--- config.mk ---
export PLATFORM = sky130hd
export DESIGN_NAME = diffeq_engine
export DESIGN_NICKNAME = d
export VERILOG_FILES = /design/src/rtl/diffeq_pkg.sv /design/src/rtl/diffeq_mul_lane.sv /design/src/rtl/diffeq_alu.sv /design/src/rtl/diffeq_ctrl.sv /design/src/rtl/diffeq_dpath.sv /design/src/rtl/diffeq_engine.sv
export SDC_FILE = /design/constraint.sdc
export NUM_CORES = 1
export LEC_CHECK = 0
export ABC_AREA = 1
export CAP_MARGIN = 20
export CORE_MARGIN = 3
export CORE_UTILIZATION = 54
export CTS_CLUSTER_DIAMETER = 120
export DETAILED_ROUTE_END_ITERATION = 7
export DONT_BUFFER_PORTS = 1
export PLACE_DENSITY = 0.76
export SYNTH_ARGS = -nofsm -noshare
export SYNTH_HDL_FRONTEND = slang
export SYNTH_HIERARCHICAL = 1
export SYNTH_SLANG_ARGS = --single-unit
export TNS_END_PERCENT = 30
--- constraint.sdc ---
create_clock -name clk_i -period 18.9 [get_ports clk_i]
set_clock_uncertainty 0.15 [all_clocks]
set_input_delay 0.945 -clock clk_i [delete_from_list [all_inputs] [get_ports clk_i]]
set_output_delay 0.945 -clock clk_i [all_outputs]
set_load 0.1 [all_outputs]
--- src/rtl/diffeq_pkg.sv ---
package diffeq_pkg;

  // multiplier operations; value-1 is the product register index
  typedef enum logic [2:0] {
    MOP_NONE  = 3'd0,
    MOP_3X    = 3'd1,  // p0 = 3*x
    MOP_UDX_A = 3'd2,  // p1 = u*dx
    MOP_P0P1  = 3'd3,  // p2 = p0*p1
    MOP_3Y    = 3'd4,  // p3 = 3*y
    MOP_P3DX  = 3'd5,  // p4 = p3*dx
    MOP_UDX_B = 3'd6   // p5 = u*dx
  } mop_e;

  typedef enum logic [2:0] {
    AOP_NONE,
    AOP_CMP,    // c  = x < a
    AOP_XADD,   // xn = x + dx
    AOP_SUB_A,  // s1 = u - p2
    AOP_SUB_B,  // un = s1 - p4
    AOP_YADD    // y  = y + p5 (commit step)
  } aop_e;

  typedef enum logic [1:0] {FN_ADD, FN_SUB, FN_LT} alu_fn_e;

  typedef enum logic [1:0] {ST_IDLE, ST_RUN, ST_DONE} st_e;

  localparam int NUM_PROD = 6;

  function automatic int steps_for(int num_mul);
    return (num_mul >= 2) ? 5 : 7;
  endfunction

endpackage

--- src/rtl/diffeq_mul_lane.sv ---
module diffeq_mul_lane
  import diffeq_pkg::*;
#(
  parameter int W = 16
) (
  input  mop_e         op_i,
  input  logic [W-1:0] x_i,
  input  logic [W-1:0] y_i,
  input  logic [W-1:0] u_i,
  input  logic [W-1:0] dx_i,
  input  logic [W-1:0] p0_i,
  input  logic [W-1:0] p1_i,
  input  logic [W-1:0] p3_i,
  output logic [W-1:0] prod_o
);

  localparam logic [W-1:0] K3 = W'(3);

  logic [W-1:0] opa, opb;

  always_comb begin
    opa = '0;
    opb = '0;
    case (op_i)
      MOP_3X:               begin opa = K3;   opb = x_i;  end
      MOP_UDX_A, MOP_UDX_B: begin opa = u_i;  opb = dx_i; end
      MOP_P0P1:             begin opa = p0_i; opb = p1_i; end
      MOP_3Y:               begin opa = K3;   opb = y_i;  end
      MOP_P3DX:             begin opa = p3_i; opb = dx_i; end
      default: ;
    endcase
  end

  // low W bits are identical for signed and unsigned operands
  assign prod_o = opa * opb;

endmodule

--- src/rtl/diffeq_alu.sv ---
module diffeq_alu
  import diffeq_pkg::*;
#(
  parameter int W = 16
) (
  input  alu_fn_e      fn_i,
  input  logic [W-1:0] a_i,
  input  logic [W-1:0] b_i,
  output logic [W-1:0] r_o
);

  always_comb begin
    case (fn_i)
      FN_ADD:  r_o = a_i + b_i;
      FN_SUB:  r_o = a_i - b_i;
      FN_LT:   r_o = {{(W-1){1'b0}}, ($signed(a_i) < $signed(b_i))};
      default: r_o = '0;
    endcase
  end

endmodule

--- src/rtl/diffeq_ctrl.sv ---
module diffeq_ctrl
  import diffeq_pkg::*;
#(
  parameter int NUM_MUL = 2
) (
  input  logic clk_i,
  input  logic rst_ni,
  input  logic start_i,
  input  logic c_i,
  output logic ready_o,
  output logic done_o,
  output logic load_o,
  output logic commit_o,
  output mop_e mul_op_o [NUM_MUL],
  output aop_e alu_op_o
);

  localparam int STEPS = steps_for(NUM_MUL);
  localparam int SW    = $clog2(STEPS);

  st_e           st_q;
  logic [SW-1:0] step_q;
  logic          last;

  assign ready_o  = (st_q == ST_IDLE);
  assign done_o   = (st_q == ST_DONE);
  assign load_o   = ready_o && start_i;
  assign last     = (st_q == ST_RUN) && (step_q == SW'(STEPS - 1));
  assign commit_o = last;

  always_ff @(posedge clk_i or negedge rst_ni) begin
    if (!rst_ni) begin
      st_q   <= ST_IDLE;
      step_q <= '0;
    end else begin
      case (st_q)
        ST_IDLE: if (start_i) begin
          st_q   <= ST_RUN;
          step_q <= '0;
        end
        ST_RUN: begin
          if (last) begin
            step_q <= '0;
            st_q   <= c_i ? ST_RUN : ST_DONE;
          end else begin
            step_q <= step_q + 1'b1;
          end
        end
        ST_DONE: st_q <= ST_IDLE;
        default: st_q <= ST_IDLE;
      endcase
    end
  end

  // static schedules; products are read no earlier than the step after they are written
  generate
    if (NUM_MUL >= 2) begin : g_sched_two
      always_comb begin
        for (int l = 0; l < NUM_MUL; l++) mul_op_o[l] = MOP_NONE;
        alu_op_o = AOP_NONE;
        if (st_q == ST_RUN) begin
          case (int'(step_q))
            0: begin mul_op_o[0] = MOP_3X;   mul_op_o[1] = MOP_UDX_A; alu_op_o = AOP_CMP;   end
            1: begin mul_op_o[0] = MOP_P0P1; mul_op_o[1] = MOP_3Y;    alu_op_o = AOP_XADD;  end
            2: begin mul_op_o[0] = MOP_P3DX; mul_op_o[1] = MOP_UDX_B; alu_op_o = AOP_SUB_A; end
            3: alu_op_o = AOP_SUB_B;
            4: alu_op_o = AOP_YADD;
            default: ;
          endcase
        end
      end
    end else begin : g_sched_one
      always_comb begin
        mul_op_o[0] = MOP_NONE;
        alu_op_o    = AOP_NONE;
        if (st_q == ST_RUN) begin
          case (int'(step_q))
            0: begin mul_op_o[0] = MOP_3X;    alu_op_o = AOP_CMP;   end
            1: begin mul_op_o[0] = MOP_UDX_A; alu_op_o = AOP_XADD;  end
            2: mul_op_o[0] = MOP_3Y;
            3: mul_op_o[0] = MOP_P0P1;
            4: begin mul_op_o[0] = MOP_P3DX;  alu_op_o = AOP_SUB_A; end
            5: begin mul_op_o[0] = MOP_UDX_B; alu_op_o = AOP_SUB_B; end
            6: alu_op_o = AOP_YADD;
            default: ;
          endcase
        end
      end
    end
  endgenerate

  AST_DONE_ONE_CYCLE: assert property (@(posedge clk_i) disable iff (!rst_ni)
    done_o |=> !done_o) else $error("done longer than one cycle");
  AST_DONE_TO_READY: assert property (@(posedge clk_i) disable iff (!rst_ni)
    done_o |=> ready_o) else $error("not ready after done");
  AST_ACCEPT_BUSY: assert property (@(posedge clk_i) disable iff (!rst_ni)
    load_o |=> !ready_o) else $error("ready after accepted start");
  AST_EXIT_ON_FALSE: assert property (@(posedge clk_i) disable iff (!rst_ni)
    done_o |-> !c_i) else $error("loop left with c set");

endmodule

--- src/rtl/diffeq_dpath.sv ---
module diffeq_dpath
  import diffeq_pkg::*;
#(
  parameter int W       = 16,
  parameter int NUM_MUL = 2
) (
  input  logic         clk_i,
  input  logic         rst_ni,
  input  logic         load_i,
  input  logic         commit_i,
  input  logic [W-1:0] x_i,
  input  logic [W-1:0] y_i,
  input  logic [W-1:0] u_i,
  input  logic [W-1:0] dx_i,
  input  logic [W-1:0] a_i,
  input  mop_e         mul_op_i [NUM_MUL],
  input  aop_e         alu_op_i,
  output logic         c_o,
  output logic [W-1:0] y_o
);

  logic [W-1:0] x_q, y_q, u_q, dx_q, a_q;
  logic [W-1:0] xn_q, un_q, s1_q;
  logic         c_q;
  logic [NUM_PROD-1:0][W-1:0] p_q;

  logic [W-1:0] prod [NUM_MUL];
  logic [NUM_PROD-1:0]        p_we;
  logic [NUM_PROD-1:0][W-1:0] p_wd;

  alu_fn_e      alu_fn;
  logic [W-1:0] alu_a, alu_b, alu_r;

  for (genvar l = 0; l < NUM_MUL; l++) begin : g_lane
    diffeq_mul_lane #(.W(W)) u_lane (
      .op_i  (mul_op_i[l]),
      .x_i   (x_q),
      .y_i   (y_q),
      .u_i   (u_q),
      .dx_i  (dx_q),
      .p0_i  (p_q[0]),
      .p1_i  (p_q[1]),
      .p3_i  (p_q[3]),
      .prod_o(prod[l])
    );
  end

  always_comb begin
    p_we = '0;
    p_wd = '0;
    for (int k = 0; k < NUM_PROD; k++) begin
      for (int l = 0; l < NUM_MUL; l++) begin
        if (mul_op_i[l] == mop_e'(3'(k + 1))) begin
          p_we[k] = 1'b1;
          p_wd[k] = prod[l];
        end
      end
    end
  end

  always_comb begin
    alu_fn = FN_ADD;
    alu_a  = '0;
    alu_b  = '0;
    case (alu_op_i)
      AOP_CMP:   begin alu_fn = FN_LT;  alu_a = x_q;  alu_b = a_q;    end
      AOP_XADD:  begin alu_fn = FN_ADD; alu_a = x_q;  alu_b = dx_q;   end
      AOP_SUB_A: begin alu_fn = FN_SUB; alu_a = u_q;  alu_b = p_q[2]; end
      AOP_SUB_B: begin alu_fn = FN_SUB; alu_a = s1_q; alu_b = p_q[4]; end
      AOP_YADD:  begin alu_fn = FN_ADD; alu_a = y_q;  alu_b = p_q[5]; end
      default: ;
    endcase
  end

  diffeq_alu #(.W(W)) u_alu (
    .fn_i(alu_fn),
    .a_i (alu_a),
    .b_i (alu_b),
    .r_o (alu_r)
  );

  always_ff @(posedge clk_i or negedge rst_ni) begin
    if (!rst_ni) begin
      x_q  <= '0;
      y_q  <= '0;
      u_q  <= '0;
      dx_q <= '0;
      a_q  <= '0;
      xn_q <= '0;
      un_q <= '0;
      s1_q <= '0;
      c_q  <= 1'b0;
      p_q  <= '0;
    end else begin
      if (load_i) begin
        x_q  <= x_i;
        y_q  <= y_i;
        u_q  <= u_i;
        dx_q <= dx_i;
        a_q  <= a_i;
      end else if (commit_i) begin
        x_q <= xn_q;
        u_q <= un_q;
        y_q <= alu_r;
      end
      for (int k = 0; k < NUM_PROD; k++) begin
        if (p_we[k]) p_q[k] <= p_wd[k];
      end
      case (alu_op_i)
        AOP_CMP:   c_q  <= alu_r[0];
        AOP_XADD:  xn_q <= alu_r;
        AOP_SUB_A: s1_q <= alu_r;
        AOP_SUB_B: un_q <= alu_r;
        default: ;
      endcase
    end
  end

  assign c_o = c_q;
  assign y_o = y_q;

  AST_COMMIT_YADD: assert property (@(posedge clk_i) disable iff (!rst_ni)
    commit_i |-> alu_op_i == AOP_YADD) else $error("commit without y add");
  AST_SUB_A_DEP: assert property (@(posedge clk_i) disable iff (!rst_ni)
    alu_op_i == AOP_SUB_A |-> !p_we[2]) else $error("p2 read while written");
  AST_SUB_B_DEP: assert property (@(posedge clk_i) disable iff (!rst_ni)
    alu_op_i == AOP_SUB_B |-> !p_we[4]) else $error("p4 read while written");
  AST_YADD_DEP: assert property (@(posedge clk_i) disable iff (!rst_ni)
    alu_op_i == AOP_YADD |-> !p_we[5]) else $error("p5 read while written");

  if (NUM_MUL >= 2) begin : g_uniq
    AST_MUL_DEST_UNIQUE: assert property (@(posedge clk_i) disable iff (!rst_ni)
      mul_op_i[0] == MOP_NONE || mul_op_i[0] != mul_op_i[1])
      else $error("two lanes on one product");
  end

endmodule

--- src/rtl/diffeq_engine.sv ---
module diffeq_engine
  import diffeq_pkg::*;
#(
  parameter int W       = 16,
  parameter int NUM_MUL = 2
) (
  input  logic         clk_i,
  input  logic         rst_ni,
  input  logic         start_i,
  input  logic [W-1:0] x_i,
  input  logic [W-1:0] y_i,
  input  logic [W-1:0] u_i,
  input  logic [W-1:0] dx_i,
  input  logic [W-1:0] a_i,
  output logic         ready_o,
  output logic         done_o,
  output logic [W-1:0] y_o
);

  mop_e mul_op [NUM_MUL];
  aop_e alu_op;
  logic load, commit, c_flag;

  diffeq_ctrl #(.NUM_MUL(NUM_MUL)) u_ctrl (
    .clk_i   (clk_i),
    .rst_ni  (rst_ni),
    .start_i (start_i),
    .c_i     (c_flag),
    .ready_o (ready_o),
    .done_o  (done_o),
    .load_o  (load),
    .commit_o(commit),
    .mul_op_o(mul_op),
    .alu_op_o(alu_op)
  );

  diffeq_dpath #(.W(W), .NUM_MUL(NUM_MUL)) u_dpath (
    .clk_i   (clk_i),
    .rst_ni  (rst_ni),
    .load_i  (load),
    .commit_i(commit),
    .x_i     (x_i),
    .y_i     (y_i),
    .u_i     (u_i),
    .dx_i    (dx_i),
    .a_i     (a_i),
    .mul_op_i(mul_op),
    .alu_op_i(alu_op),
    .c_o     (c_flag),
    .y_o     (y_o)
  );

endmodule

==> results.cfg <==
[yosys]
synthArstFlopShare = 1.00
synthCells = 3443
synthAdderAreaFrac = 0.208
mappedNetlistArea_um2 = 23700
synth.avg_cell_area_um2 = 6.88
syn-num-nets = 3822
synth-seq-cells = 230
yosys-top-cells-area = dfrtp_1 24%, nand2_1 16%, fa_1 14%, nand3_1 9.4%, inv_1 9.0%
synth_common_cells = 1009 x nand2_1, 567 x inv_1, 447 x nand3_1
ys.warnings.count = 6
synth_cell_type_count = 51
synth-simple-area-share = 0.349
synth-main-ff-cell = dfrtp_1
synth-xor-area-share = 0.0129
synth.area.mux_share = 0
synth_top_family_by_area = simple AND/OR/NAND/NOR gates
synth.largest_area_cell = dfrtp_1
synth_most_common_cell = nand2_1
yosysSeqAreaShare = 0.243
synth-edff-count = 0
synth_compound_area_frac = 0.0660
netlist.area_leader.share = 0.243

[worst_setup_path]
r2r-end = u_dpath/p_q[31]
cpPeakStageDelay_ps = 610
worstSetupPathType = reg -> reg
r2r-start = u_ctrl/step_q[0]
worstPathMaxFanout = 68
cp_data_arrival_time_ps = 8440
reg2reg_setup_slack_ps = 10710
slowest_stage = buf_4
crit_path_end_kind = flop
critical_path_required_ps = 19160
ff2ff_path_depth = 37
start_kind = flop
crit_top_cell = inv_1

[placed_design]
pre_cts_ws_ps = 10880
gp_congestion = 1.02
place_inst = 3926
port-buffer-count = 0
place_hpwl_mm = 62.0

[cts]
cts_resized = 0
cts.sink_count = 230
cts_tree = built
clockBufferDepth = 3
cts.root.buffer_cell = clkbuf_16
numCtsBuffers = 26
clock_latency_ps = 550
h-tree-depth = 1
post_cts_buffers = 0
clkSlewWorstSetupHoldPaths_ps = 70

[power_and_ir_drop]
totalPowerFinal_mw = 2.35
power.density_nw_per_um2 = 94.1
power_leakage_nw = 12.7
irDropWorstVdd_mv = 0.128

[layout]
syn_to_final_growth_pct = 5.47
drive_gt1_frac = 0.0484
fillers = 4151
fin_cells = 3976
final_core_util = 0.579
antenna_cells = 0
seq_area_um2 = 5760
multi_input_area_um2 = 15100
nets = 3751

[grt]
grt_overflow = 0
grt_max_degree = 231
grt_antenna_before_repair = 1
grt_pass1_wl_mm = 125
grtUsageMet1 = 0.480
grtUsageMet3 = 0.0827
grt_pass1_vias = 21900
track_usage = 0.344
busiest_layer = met2
grt_use_met2 = 0.507

[floorplanning]
initial_core_util = 0.549
fp.dieH_um = 216
die_w_um = 216
core_um2 = 43200
die_area_um2 = 46400
rows = 76
io_pins = 101

[timing]
slew_violations = 0
fmaxAchievable_mhz = 122
fin_setup_tns_ps = 0
final.period_utilization = 0.433
rsz0062_at_grt = false
max-slew-margin-rel = 0.124
finalSetupViolations = 0
finalHoldViolCount = 0
worst_pin_slew_ps = 1310
final.setup.worst_slack_ps = 10710
fin_crit_ps = 8190

[route]
first_iter_violations = 2721
drc = 0
vias_per_cell = 5.87
routedWlPerCell_um = 20.4
drtPass1Iterations = 6
vias = 23300
ant_nets = 0
drt-total-wl_mm = 81.0

[hold_path]
hold_path_class = in -> async

[job]
drv_cap = 0

[status]
status = complete, no violations
how the worst max path moves through the flow:
stage | startpoint | to | slack, ps | depth (start not counted)
after floorplan | u_ctrl/step_q[0] | u_dpath/p_q[14] | 12120 | 33
after global placement | u_ctrl/step_q[0] | u_dpath/p_q[14] | 11050 | 33
after detailed placement | u_ctrl/step_q[0] | u_dpath/p_q[95] | 10880 | 37
after CTS | u_ctrl/step_q[0] | u_dpath/p_q[31] | 10840 | 37
after global routing | u_ctrl/step_q[0] | u_dpath/p_q[95] | 10180 | 37
final | u_ctrl/step_q[0] | u_dpath/p_q[31] | 10710 | 37
cell type report:
class	instances	share of cell area
sequential	230	0.230
clock inverter	11	0.00505
tap	585	0.0293
multi-input combinational	2489	0.604
inverter	592	0.0890
timing repair buffer	33	0.0110
clock buffer	36	0.0312
per-layer routing:
metal / vias to the layer above / share of wire
li1: 10700 / -
met5: - / 0.00015
met2: 1346 / 0.42
met1: 11000 / 0.40
met3: 265 / 0.12
met4: 2 / 0.059
kinds of logic after synthesis:
kind of cell,Yosys count
AOI/OAI and AO/OA,254
xor gates and xnor gates,35
DFF,230
buffers and inverters,724
other,1
adders and majority gates,296
and+or+nand+nor,1903
critical path, delay by kind of cell (launching register included):
kind / cells / cell delay (ps)
compound gates: 2 / 240
buf+inv: 12 / 1750
fa+ha+maj: 8 / 3430
flops: 1 / 440
simple gates: 15 / 2020
state kept, by name (all words and copies together), names as in the netlist, 16 cells and up:
signal / count
u_dpath/u_q: 16
u_dpath/s1_q: 16
u_dpath/un_q: 16
u_dpath/x_q: 16
u_dpath/a_q: 16
u_dpath/xn_q: 16
u_dpath/y_o: 16
u_dpath/p_q: 96
u_dpath/dx_q: 16
cell usage in the layout, fill, tap and decap left out, types with 22 or more instances in the layout:
| master | n |
|---|---|
| a21oi_1 | 62 |
| buf_4 | 31 |
| clkbuf_16 | 27 |
| dfrtp_1 | 230 |
| fa_1 | 162 |
| ha_1 | 134 |
| inv_1 | 566 |
| nand2_1 | 1009 |
| nand3_1 | 447 |
| nand4_1 | 85 |
| nor2_1 | 284 |
| o211ai_1 | 58 |
| o21ai_0 | 91 |
| xor2_1 | 22 |
power by group:
part,switching [mW],internal (mW)
logic,0.726,0.293
clock network,0.222,0.317
registers,0.183,0.611
stage by stage:
stage | hold WS, ps | cell area (um2)
floorplan | 287 | 23700
global placement | 308 | 24000
detailed placement | 315 | 24000
CTS | 318 | 25000
global route | 339 | 25000
finish | 298 | 25000
what timing repair did:
action,4_1_cts,5_1_grt
hold endpoints to repair,230,0
setup endpoints to repair,0,0
hold buffers,1,0
(Power assumes the default switching activity.)
